### src/rtl/clock_repl_pkg.sv
package clock_repl_pkg;

    typedef enum logic [1:0] {
        ST_IDLE = 2'd0,
        ST_SCAN = 2'd1,
        ST_DONE = 2'd2
    } hand_state_e;

endpackage

### src/rtl/clock_slot_array.sv
module clock_slot_array #(
    parameter int NUM_SLOTS = 8,
    parameter int CLEAN_N   = 1,
    parameter int DIRTY_N   = 2,
    parameter int IDX_W     = $clog2(NUM_SLOTS),
    parameter int CNT_W     = $clog2(DIRTY_N + 1)
) (
    input  logic             clk,
    input  logic             rst_n,
    input  logic             ref_set_i,
    input  logic [IDX_W-1:0] ref_idx_i,
    input  logic             dirty_set_i,
    input  logic [IDX_W-1:0] dirty_idx_i,
    input  logic             exam_en_i,
    input  logic [IDX_W-1:0] exam_idx_i,
    output logic             exam_victim_o,
    output logic             exam_dirty_o
);

    localparam logic [CNT_W:0] CLEAN_THR = (CNT_W+1)'(CLEAN_N);
    localparam logic [CNT_W:0] DIRTY_THR = (CNT_W+1)'(DIRTY_N);

    logic [NUM_SLOTS-1:0] ref_q;
    logic [NUM_SLOTS-1:0] dirty_q;
    logic [NUM_SLOTS-1:0] ready_w;
    logic [CNT_W-1:0]     cnt_q [NUM_SLOTS];

    for (genvar i = 0; i < NUM_SLOTS; i++) begin : g_slot
        logic [CNT_W:0] sweeps_w;
        logic           here_w;

        assign sweeps_w   = {1'b0, cnt_q[i]} + 1'b1;
        assign here_w     = exam_en_i && (exam_idx_i == IDX_W'(i));
        assign ready_w[i] = !ref_q[i] &&
                            (sweeps_w >= (dirty_q[i] ? DIRTY_THR : CLEAN_THR));

        always_ff @(posedge clk) begin
            if (!rst_n) begin
                ref_q[i]   <= 1'b0;
                dirty_q[i] <= 1'b0;
                cnt_q[i]   <= '0;
            end else begin
                if (here_w) begin
                    if (ref_q[i]) begin
                        ref_q[i] <= 1'b0;
                        cnt_q[i] <= '0;
                    end else if (ready_w[i]) begin
                        dirty_q[i] <= 1'b0;
                        cnt_q[i]   <= '0;
                    end else begin
                        cnt_q[i] <= sweeps_w[CNT_W-1:0];
                    end
                end
                if (ref_set_i && ref_idx_i == IDX_W'(i)) begin
                    ref_q[i] <= 1'b1;
                end
                if (dirty_set_i && dirty_idx_i == IDX_W'(i)) begin
                    dirty_q[i] <= 1'b1;
                end
            end
        end
    end

    assign exam_victim_o = exam_en_i && ready_w[exam_idx_i];
    assign exam_dirty_o  = dirty_q[exam_idx_i];

    // a referenced slot under the hand loses its flag and its count
    a_r4_ref_cleared: assert property (@(posedge clk) disable iff (!rst_n)
        (exam_en_i && ref_q[exam_idx_i] && !(ref_set_i && ref_idx_i == exam_idx_i))
        |=> (!ref_q[$past(exam_idx_i)] && cnt_q[$past(exam_idx_i)] == '0));

    // a chosen slot is left clean with a zero count
    a_r8_victim_cleared: assert property (@(posedge clk) disable iff (!rst_n)
        (exam_victim_o && !(dirty_set_i && dirty_idx_i == exam_idx_i))
        |=> (!dirty_q[$past(exam_idx_i)] && cnt_q[$past(exam_idx_i)] == '0));

    // a dirty slot is never chosen before its count reaches the dirty threshold
    a_r6_dirty_threshold: assert property (@(posedge clk) disable iff (!rst_n)
        (exam_victim_o && exam_dirty_o)
        |-> ({1'b0, cnt_q[exam_idx_i]} + 1'b1 >= DIRTY_THR));

endmodule

### src/rtl/clock_hand_fsm.sv
module clock_hand_fsm
    import clock_repl_pkg::*;
#(
    parameter int NUM_SLOTS = 8,
    parameter int IDX_W     = $clog2(NUM_SLOTS)
) (
    input  logic             clk,
    input  logic             rst_n,
    input  logic             fault_req_i,
    input  logic             exam_victim_i,
    input  logic             exam_dirty_i,
    output logic             exam_en_o,
    output logic [IDX_W-1:0] hand_o,
    output logic             busy_o,
    output logic             victim_valid_o,
    output logic [IDX_W-1:0] victim_idx_o,
    output logic             victim_dirty_o
);

    localparam logic [IDX_W-1:0] LAST_SLOT = IDX_W'(NUM_SLOTS - 1);

    hand_state_e      state_q, state_d;
    logic [IDX_W-1:0] hand_q;
    logic [IDX_W-1:0] vic_idx_q;
    logic             vic_dirty_q;

    function automatic logic [IDX_W-1:0] step(input logic [IDX_W-1:0] idx);
        return (idx == LAST_SLOT) ? '0 : idx + 1'b1;
    endfunction

    always_ff @(posedge clk) begin
        if (!rst_n) state_q <= ST_IDLE;
        else        state_q <= state_d;
    end

    always_comb begin
        state_d = state_q;
        unique case (state_q)
            ST_IDLE: if (fault_req_i)   state_d = ST_SCAN;
            ST_SCAN: if (exam_victim_i) state_d = ST_DONE;
            ST_DONE:                    state_d = ST_IDLE;
            default:                    state_d = ST_IDLE;
        endcase
    end

    always_ff @(posedge clk) begin
        if (!rst_n) begin
            hand_q      <= '0;
            vic_idx_q   <= '0;
            vic_dirty_q <= 1'b0;
        end else if (state_q == ST_SCAN) begin
            hand_q <= step(hand_q);
            if (exam_victim_i) begin
                vic_idx_q   <= hand_q;
                vic_dirty_q <= exam_dirty_i;
            end
        end
    end

    always_comb begin
        exam_en_o      = 1'b0;
        busy_o         = 1'b0;
        victim_valid_o = 1'b0;
        unique case (state_q)
            ST_IDLE: ;
            ST_SCAN: begin
                exam_en_o = 1'b1;
                busy_o    = 1'b1;
            end
            ST_DONE: begin
                busy_o         = 1'b1;
                victim_valid_o = 1'b1;
            end
            default: ;
        endcase
    end

    assign hand_o         = hand_q;
    assign victim_idx_o   = vic_idx_q;
    assign victim_dirty_o = vic_dirty_q;

    // every scan cycle moves the hand by exactly one slot, wrapping
    a_r3_hand_step: assert property (@(posedge clk) disable iff (!rst_n)
        (state_q == ST_SCAN) |=> (hand_q == step($past(hand_q))));

    // at the result the hand already rests after the victim
    a_r7_hand_rest: assert property (@(posedge clk) disable iff (!rst_n)
        victim_valid_o |-> (hand_q == step(victim_idx_o)));

    // result is a single-cycle pulse
    a_r10_valid_pulse: assert property (@(posedge clk) disable iff (!rst_n)
        victim_valid_o |=> !victim_valid_o);

    // a result is always followed by idle, never a fresh scan
    a_r2_no_restart: assert property (@(posedge clk) disable iff (!rst_n)
        victim_valid_o |=> !busy_o);

    // the hand only moves while a search is running
    a_r2_hand_still: assert property (@(posedge clk) disable iff (!rst_n)
        !exam_en_o |=> $stable(hand_q));

endmodule

### src/rtl/clock_victim_sel.sv
module clock_victim_sel #(
    parameter int NUM_SLOTS = 8,
    parameter int CLEAN_N   = 1,
    parameter int DIRTY_N   = 2,
    parameter int IDX_W     = $clog2(NUM_SLOTS)
) (
    input  logic             clk,
    input  logic             rst_n,
    input  logic             ref_set_i,
    input  logic [IDX_W-1:0] ref_idx_i,
    input  logic             dirty_set_i,
    input  logic [IDX_W-1:0] dirty_idx_i,
    input  logic             fault_req_i,
    output logic             busy_o,
    output logic             victim_valid_o,
    output logic [IDX_W-1:0] victim_idx_o,
    output logic             victim_dirty_o
);

    localparam int CNT_W = $clog2(DIRTY_N + 1);

    logic             exam_en;
    logic [IDX_W-1:0] hand;
    logic             exam_victim;
    logic             exam_dirty;

    clock_slot_array #(
        .NUM_SLOTS (NUM_SLOTS),
        .CLEAN_N   (CLEAN_N),
        .DIRTY_N   (DIRTY_N),
        .IDX_W     (IDX_W),
        .CNT_W     (CNT_W)
    ) u_slots (
        .clk           (clk),
        .rst_n         (rst_n),
        .ref_set_i     (ref_set_i),
        .ref_idx_i     (ref_idx_i),
        .dirty_set_i   (dirty_set_i),
        .dirty_idx_i   (dirty_idx_i),
        .exam_en_i     (exam_en),
        .exam_idx_i    (hand),
        .exam_victim_o (exam_victim),
        .exam_dirty_o  (exam_dirty)
    );

    clock_hand_fsm #(
        .NUM_SLOTS (NUM_SLOTS),
        .IDX_W     (IDX_W)
    ) u_fsm (
        .clk            (clk),
        .rst_n          (rst_n),
        .fault_req_i    (fault_req_i),
        .exam_victim_i  (exam_victim),
        .exam_dirty_i   (exam_dirty),
        .exam_en_o      (exam_en),
        .hand_o         (hand),
        .busy_o         (busy_o),
        .victim_valid_o (victim_valid_o),
        .victim_idx_o   (victim_idx_o),
        .victim_dirty_o (victim_dirty_o)
    );

endmodule

### config.mk
export PLATFORM = sky130hd
export DESIGN_NAME = clock_victim_sel
export DESIGN_NICKNAME = d
export VERILOG_FILES = /design/src/rtl/clock_repl_pkg.sv /design/src/rtl/clock_slot_array.sv /design/src/rtl/clock_hand_fsm.sv /design/src/rtl/clock_victim_sel.sv
export SDC_FILE = /design/constraint.sdc
export NUM_CORES = 1
export LEC_CHECK = 0
export BUFFER_PORTS_ARGS = -buffer_cell sky130_fd_sc_hd__buf_2
export CORE_ASPECT_RATIO = 0.6
export CORE_MARGIN = 2
export CORE_UTILIZATION = 30
export CTS_CLUSTER_DIAMETER = 40
export DETAILED_ROUTE_END_ITERATION = 12
export HOLD_SLACK_MARGIN = 0.02
export PLACE_DENSITY = 0.58
export SYNTH_ARGS = -nofsm -noshare
export SYNTH_HDL_FRONTEND = slang
export SYNTH_HIERARCHICAL = 1
export SYNTH_SLANG_ARGS = --single-unit
### constraint.sdc
create_clock -name clk -period 2.3 [get_ports clk]
set_clock_uncertainty 0.1 [all_clocks]
set_input_delay 0.46 -clock clk [delete_from_list [all_inputs] [get_ports clk]]
set_output_delay 0.46 -clock clk [all_outputs]
set_load 0.03 [all_outputs]
==> results of run 1 <==
==> cell families (layout without fill, tap and decap cells) <==
logic type / count (synthesis) / in the layout
and+or+nand+nor: 86 / 86
AOI/OAI and AO/OA: 52 / 52
DFF: 41 / 41
buffers and inverters: 41 / 95
adders and majority gates: 30 / 30
muxes: 8 / 8
==> power by group <==
part	leakage (µW)	switching, µW	internal, µW
clock	0.0000712	276	398
combinational	0.000872	240	210
sequential	0.000369	44.5	790
total	0.00131	560	1400
==> cell usage after synthesis, drive strengths merged (2+ instances only) <==
cell,instances,area (µm²)
o41ai,3,26.3
and2,4,25.0
a21boi,8,60.1
a31oi,5,31.3
o31ai,6,50.1
dfxtp,25,500
mux2i,5,50.1
nand2,16,60.1
nor2,8,30.0
and3,11,68.8
fa,8,160
clkbuf,3,11.3
inv,34,128
nand3,9,45.0
nor4,3,18.8
a21oi,5,28.8
o31a,3,26.3
edfxtp,16,480
nor3,6,30.0
mux4,2,45.0
o32ai,6,52.6
nand2b,6,37.5
ha,22,275
buf,4,26.3
nor2b,19,126
o21ai,8,40.0
o22ai,4,25.0
==> worst min-delay path: cells and delay by family (launching register included) <==
family,cells,cell delay [ns]
AO/OA/AOI/OAI,1,0.05
flip-flops,1,0.31
AND/OR/NAND/NOR,1,0.06
==> layer usage <==
| metal | global-route usage [%] | share of wire (%) | wire length [µm] |
|---|---|---|---|
| met5 | 0 | 0 | 0 |
| met4 | 4.09 | 0.78 | 46 |
| met3 | 2.73 | 5.7 | 332 |
| met2 | 19.4 | 40 | 2360 |
| met1 | 21.4 | 53 | 3140 |
==> layout make-up <==
| class | instances | area [µm²] | share of cell area (%) |
|---|---|---|---|
| inverter | 34 | 128 | 4.00 |
| timing repair buffer | 53 | 358 | 11.2 |
| sequential | 41 | 981 | 30.8 |
| tap | 108 | 135 | 4.24 |
| clock buffer | 5 | 125 | 3.92 |
| clock inverter | 3 | 17.5 | 0.549 |
| multi-input combinational | 176 | 1450 | 45.3 |
==> stage by stage <==
stage | TNS (ns) | setup slack [ns]
floorplan | -0.694 | -0.132
CTS | -1.03 | -0.205
detailed placement | -1.26 | -0.242
global placement | -0.791 | -0.166
finish | -1.08 | -0.226
global route | -1.59 | -0.329
==> worst max path at each step <==
| stage | to | slack [ns] | cells after the start |
|---|---|---|---|
| 2_1_floorplan | u_fsm/victim_dirty_o | -0.13 | 9 |
| 3_3_place_gp | u_fsm/state_q[1] | -0.17 | 10 |
| 3_5_place_dp | u_fsm/state_q[1] | -0.24 | 11 |
| 4_1_cts | u_fsm/state_q[1] | -0.21 | 11 |
| 5_1_grt | u_fsm/victim_dirty_o | -0.33 | 11 |
| 6_report | u_fsm/victim_dirty_o | -0.23 | 10 |
==> what timing repair did <==
action / 4_1_cts / 5_1_grt
setup endpoints to repair: 6 / 6
setup buffers: 2 / 2
resized for setup: 2 / 12
pin swaps: 3 / 6
==> layout by cell type (no fill, tap or decap), types with 5 or more instances in the layout <==
| cell | count |
|---|---|
| a31oi_1 | 5 |
| and3_1 | 11 |
| buf_2 | 16 |
| buf_4 | 37 |
| clkbuf_16 | 5 |
| dfxtp_1 | 25 |
| edfxtp_1 | 16 |
| fa_1 | 8 |
| ha_1 | 22 |
| inv_1 | 32 |
| mux2i_1 | 5 |
| nand2_1 | 12 |
| nand2b_1 | 6 |
| nand3_1 | 8 |
| nor2_1 | 8 |
| nor2b_1 | 18 |
| nor3_1 | 6 |
| o21ai_0 | 7 |
| o32ai_1 | 5 |
==> sequential cells by signal (all words and copies together), names as in the netlist <==
name	cells
u_slots/ref_q	8
u_fsm/hand_o	3
u_fsm/victim_idx_o	3
u_slots/cnt_q	16
u_fsm/state_q	2
u_fsm/victim_dirty_o	1
u_slots/dirty_q	8
==> impl_metrics.csv, run 1 <==
group,metric,value,unit
outcome,status,"finished with violations",
outcome,violations,"setup timing",
synth,synth_compound_area_share,14.9,%
worst_setup_path,r2r_start,"u_slots/cnt_q[1][4]",
timing,final_max_slew_viol_count,0,
synth,synth-xor-area-share,0,%
drt,via_count,2060,
floorplanning,fp.dieH,75.2,µm
power_and_ir_drop,max-vdd-ir-drop,0.000283,V
timing,max_freq,396,MHz
drt,first_pass_iters,4,
synth,syn-instance-count,258,
worst_setup_path,cp_top_family,"compound AO/OA/AOI/OAI gates",
timing,setup_ws,-0.226,ns
synth,async_reset_ff_share,0,%
synth,synth_edf_count,16,
final_layout,drive_above_1_share,25.0,%
worst_hold_path,hold_class,"register to register",
place,placed_cells,408,
worst_setup_path,cp_max_fo,5,
final_layout,fillers,772,
worst_setup_path,reg2reg_slack,-0.23,ns
synth,synthMuxAreaShare,4.20,%
worst_setup_path,slowest_delay,0.43,ns
clocking,cts-buffers-inserted,5,
timing,holdWs,0.366,ns
final_layout,postLayoutCoreUtil,39.7,%
worst_setup_path,worst-path-buf-inv,3,
power_and_ir_drop,leakage,0.00131,µW
final_layout,fin_area,0.00319,mm²
drt,drc_errors,0,
clocking,clock_path_buffers,2,
place,dp_hpwl,4.49,mm
worst_setup_path,ff2ff_path_depth,10,
drt,via_per_inst,4.90,
synth,synth_fa_ha_area_share,17.2,%
timing,hold_viol_final,0,
worst_hold_path,hp-start,"u_fsm/victim_idx_o[0]",
final_layout,fin_nets,352,
drt,drtAntennaViolNets,0,
timing,rsz0062_at_grt,"yes",
synth,yosysWarnings,6,
global_routing,grt_max_degree,19,
clocking,clkSinkCount,41,
clocking,ctsHoldBuffers,0,
clocking,cts.htree.levels,2,
global_routing,track_usage,13.9,%
synth,synth_top_family_by_area,"simple AND/OR/NAND/NOR gates",
place,place_congestion,0.842,
clocking,insertion_delay,0.28,ns
floorplanning,placementRows,25,
timing,min_period_over_period,110,%
clocking,cts_tree,"done",
worst_setup_path,worstSetupPathType,"register to register",
synth,synth_seq_cells,41,
floorplanning,coreArea,0.00804,mm²
worst_setup_path,path_common_cell,"buf_4",
place,port_buffers,16,
place,postPlaceCellArea,0.00296,mm²
drt,wl,5.88,mm
worst_setup_path,start_kind,"register",
synth,synth_cell_types,41,
drt,drt-initial-drc-count,85,
synth,syn_nets,299,
worst_setup_path,slowest_stage,"edfxtp_1",
timing,setup_viol,6,
synth,ys.flop_type,"dfxtp_1",
global_routing,grt_pass1_wl,9.79,mm
floorplanning,die_w,123,µm
timing,min_period,2.53,ns
worst_setup_path,required,2.41,ns
floorplanning,start_util,31.5,%
global_routing,antenna_found_initial,0,
final_layout,finalNonFillerCells,420,
worst_setup_path,arrival,2.64,ns
global_routing,grt_overflow,0,
timing,worst_slew_pin_slew,0.660,ns
job,maxCapViolCount,0,
worst_hold_path,hold_path_end,"u_fsm/victim_idx_o[0]",
final_layout,areaGrowthSynthToFinish,25.9,%
final_layout,antennaDiodeCount,0,
power_and_ir_drop,power.density,614,mW/mm²
floorplanning,io_pins,17,
synth,syn_area_per_cell,9.82,µm²
timing,relSlewSlack,55.9,%
worst_setup_path,r2r_end,"u_fsm/victim_dirty_o",
synth,syn-cell-area,0.00253,mm²
worst_hold_path,hold_depth,2,
synth,yosysSeqAreaShare,38.7,%
drt,post_drt_wl_per_cell,14.0,µm
worst_setup_path,path_cells,"inv_2, fa_1, o31a_1, o32ai_1, mux2i_1, o211ai_1, buf_4, buf_4, nand3_1, a21boi_1",
power_and_ir_drop,power,1960,µW
synth,synthSimpleGateAreaFrac,18.5,%
worst_setup_path,crit_start,"u_slots/cnt_q[1][4]",
global_routing,first_global_vias,1961,
worst_setup_path,worstSetupEndpointType,"register",
clocking,cts_root_buf,"clkbuf_16",
clocking,clk_pin_slew_worst_paths,0.06,ns
floorplanning,die_area,0.00922,mm²
No activity file was read; power rests on OpenSTA's default activity.
==> run 2, diff against run 1 <==
--- a/constraint.sdc
+++ b/constraint.sdc
@@ -4,2 +4,2 @@
 set_output_delay 0.46 -clock clk [all_outputs]
-set_load 0.03 [all_outputs]
+set_load 0.1 [all_outputs]
==> run 2 against run 1 <==
Against the previous run: the run still ends with setup timing left; global-route usage up 0.68 points; routed wire length increased by 2.6%; fmax up 1.1%; worst setup slack improved by 0.028 ns; power up 2.5%; critical path depth is 2 higher; clock power up 1%; critical path type unchanged; highest routed layer unchanged.
==> impl_metrics.csv, run 2 (synthesis results as in run 1) <==
group,metric,value,unit
clocking,clkSinkCount,41,
worst_hold_path,hold_path_end,"u_fsm/victim_dirty_o",
clocking,cts.htree.levels,2,
global_routing,grt_pass1_wl,10.2,mm
clocking,insertion_delay,0.28,ns
timing,min_period,2.50,ns
floorplanning,placementRows,25,
place,place_congestion,0.796,
final_layout,drive_above_1_share,24.0,%
place,dp_hpwl,4.64,mm
power_and_ir_drop,leakage,0.00131,µW
clocking,clk_pin_slew_worst_paths,0.06,ns
timing,rsz0062_at_grt,"yes",
place,port_buffers,16,
drt,wl,6.03,mm
final_layout,mostFrequentLayoutCell,"buf_4",
drt,drt-initial-drc-count,144,
outcome,violations,"setup timing",
worst_hold_path,hp-start,"u_fsm/victim_dirty_o",
clocking,ctsHoldBuffers,0,
power_and_ir_drop,internal_power,1400,µW
floorplanning,fp.dieH,75.2,µm
final_layout,regMostFlops,"u_slots/cnt_q",
drt,via_count,2053,
final_layout,areaGrowthSynthToFinish,25.7,%
drt,first_pass_iters,4,
worst_hold_path,hold_depth,2,
floorplanning,io_pins,17,
global_routing,first_global_vias,2018,
worst_setup_path,reg2reg_slack,-0.20,ns
worst_setup_path,ff2ff_path_depth,12,
worst_setup_path,worstSetupEndpointType,"register",
floorplanning,die_area,0.00922,mm²
power_and_ir_drop,power.density,631,mW/mm²
global_routing,track_usage,14.6,%
final_layout,largest_reg_flops,16,
power_and_ir_drop,max-vdd-ir-drop,0.000475,V
timing,min_period_over_period,109,%
outcome,status,"finished with violations",
drt,post_drt_wl_per_cell,14.4,µm
floorplanning,start_util,31.5,%
worst_setup_path,worstSetupPathType,"register to register",
worst_hold_path,hold_class,"register to register",
timing,relSlewSlack,50.9,%
global_routing,antenna_found_initial,0,
job,maxCapViolCount,0,
final_layout,antennaDiodeCount,0,
timing,setup_viol,6,
worst_setup_path,arrival,2.58,ns
drt,drtAntennaViolNets,0,
final_layout,final_cell_mix,"buf_4, inv_1, dfxtp_1",
floorplanning,die_w,123,µm
worst_setup_path,r2r_end,"u_fsm/victim_dirty_o",
timing,worst_slew_pin_slew,0.735,ns
power_and_ir_drop,clockPowerShare,33.9,%
clocking,cts_root_buf,"clkbuf_16",
drt,drc_errors,0,
worst_setup_path,cp_max_fo,4,
final_layout,top_regs,"u_slots/cnt_q: 16 flops, u_slots/dirty_q: 8 flops, u_slots/ref_q: 8 flops",
global_routing,grt_overflow,0,
clocking,cts-buffers-inserted,5,
clocking,cts_tree,"done",
timing,max_freq,400,MHz
power_and_ir_drop,power_switching_share,30.3,%
worst_setup_path,start_kind,"register",
floorplanning,coreArea,0.00804,mm²
timing,final_max_slew_viol_count,0,
power_and_ir_drop,seq_power_share,41.7,%
clocking,clock_path_buffers,2,
final_layout,postLayoutCoreUtil,39.6,%
timing,setup_tns,-1.11,ns
drt,via_per_inst,4.89,
timing,holdWs,0.359,ns
power_and_ir_drop,power,2010,µW
worst_setup_path,r2r_start,"u_slots/cnt_q[0][0]",
worst_setup_path,required,2.38,ns
power_and_ir_drop,switching_power,609,µW
global_routing,grt_max_degree,20,
timing,setup_ws,-0.197,ns
final_layout,fin_nets,352,
timing,hold_viol_final,0,
power_and_ir_drop,p_comb_share,24.3,%
run 2: area by class of cell:
class                      count  area [µm²]
fill                         807        4850
multi-input combinational    176        1430
sequential                    41         981
timing repair buffer          53         370
tap                          108         135
inverter                      34         128
clock buffer                   5         125
clock inverter                 3        17.5
run 2: layer usage:
metal	track usage [%]	wire length (µm)	vias to the layer above
met5	0	0	-
met4	3.83	39	0
met3	3.03	315	5
met2	20.4	2340	46
met1	22.4	3330	966
li1	-	-	1036
run 2: power groups by stage:
| stage | logic (µW) | registers (µW) | clock network, µW |
|---|---|---|---|
| 2_1_floorplan | 311 | 832 | 0 |
| 4_1_cts | 483 | 838 | 703 |
| 3_5_place_dp | 447 | 852 | 0 |
| 3_3_place_gp | 437 | 850 | 0 |
| 6_report | 489 | 838 | 682 |
| 5_1_grt | 536 | 845 | 736 |
run 2: worst max path at each step:
stage                              startpoint                    to  depth (start not counted)
final                     u_slots/cnt_q[0][0]  u_fsm/victim_dirty_o                         12
after global routing      u_slots/cnt_q[1][4]      u_fsm/state_q[1]                         10
after CTS                 u_slots/cnt_q[0][3]      u_fsm/state_q[1]                         10
after detailed placement  u_slots/cnt_q[0][3]      u_fsm/state_q[1]                         10
after global placement    u_slots/cnt_q[0][2]      u_fsm/state_q[1]                         10
after floorplan           u_slots/cnt_q[1][4]  u_fsm/victim_dirty_o                          9
run 2: critical path, stage by stage (launching register included):
cell and delay [ns]:
edfxtp_1 0.39, inv_2 0.08, fa_1 0.42, o31ai_2 0.22, buf_4 0.15, a32oi_1 0.07
or3_1 0.35, o211ai_1 0.11, buf_4 0.19, buf_12 0.11, nand2_4 0.05, nand2_1 0.10
a21boi_2 0.05
run 2: what timing repair did:
action	in CTS	in global routing
buffers inserted	2	0
pin swaps	7	2
setup endpoints to repair	6	6
gates resized for setup	8	3
run 2: per-stage QoR:
step	area [µm²]	setup WS, ns	cells
after global placement	2970	-0.222	410
after detailed placement	2970	-0.254	410
final	3180	-0.197	420
after CTS	3170	-0.231	420
after global routing	3180	-0.353	420
after floorplan	2530	-0.147	258
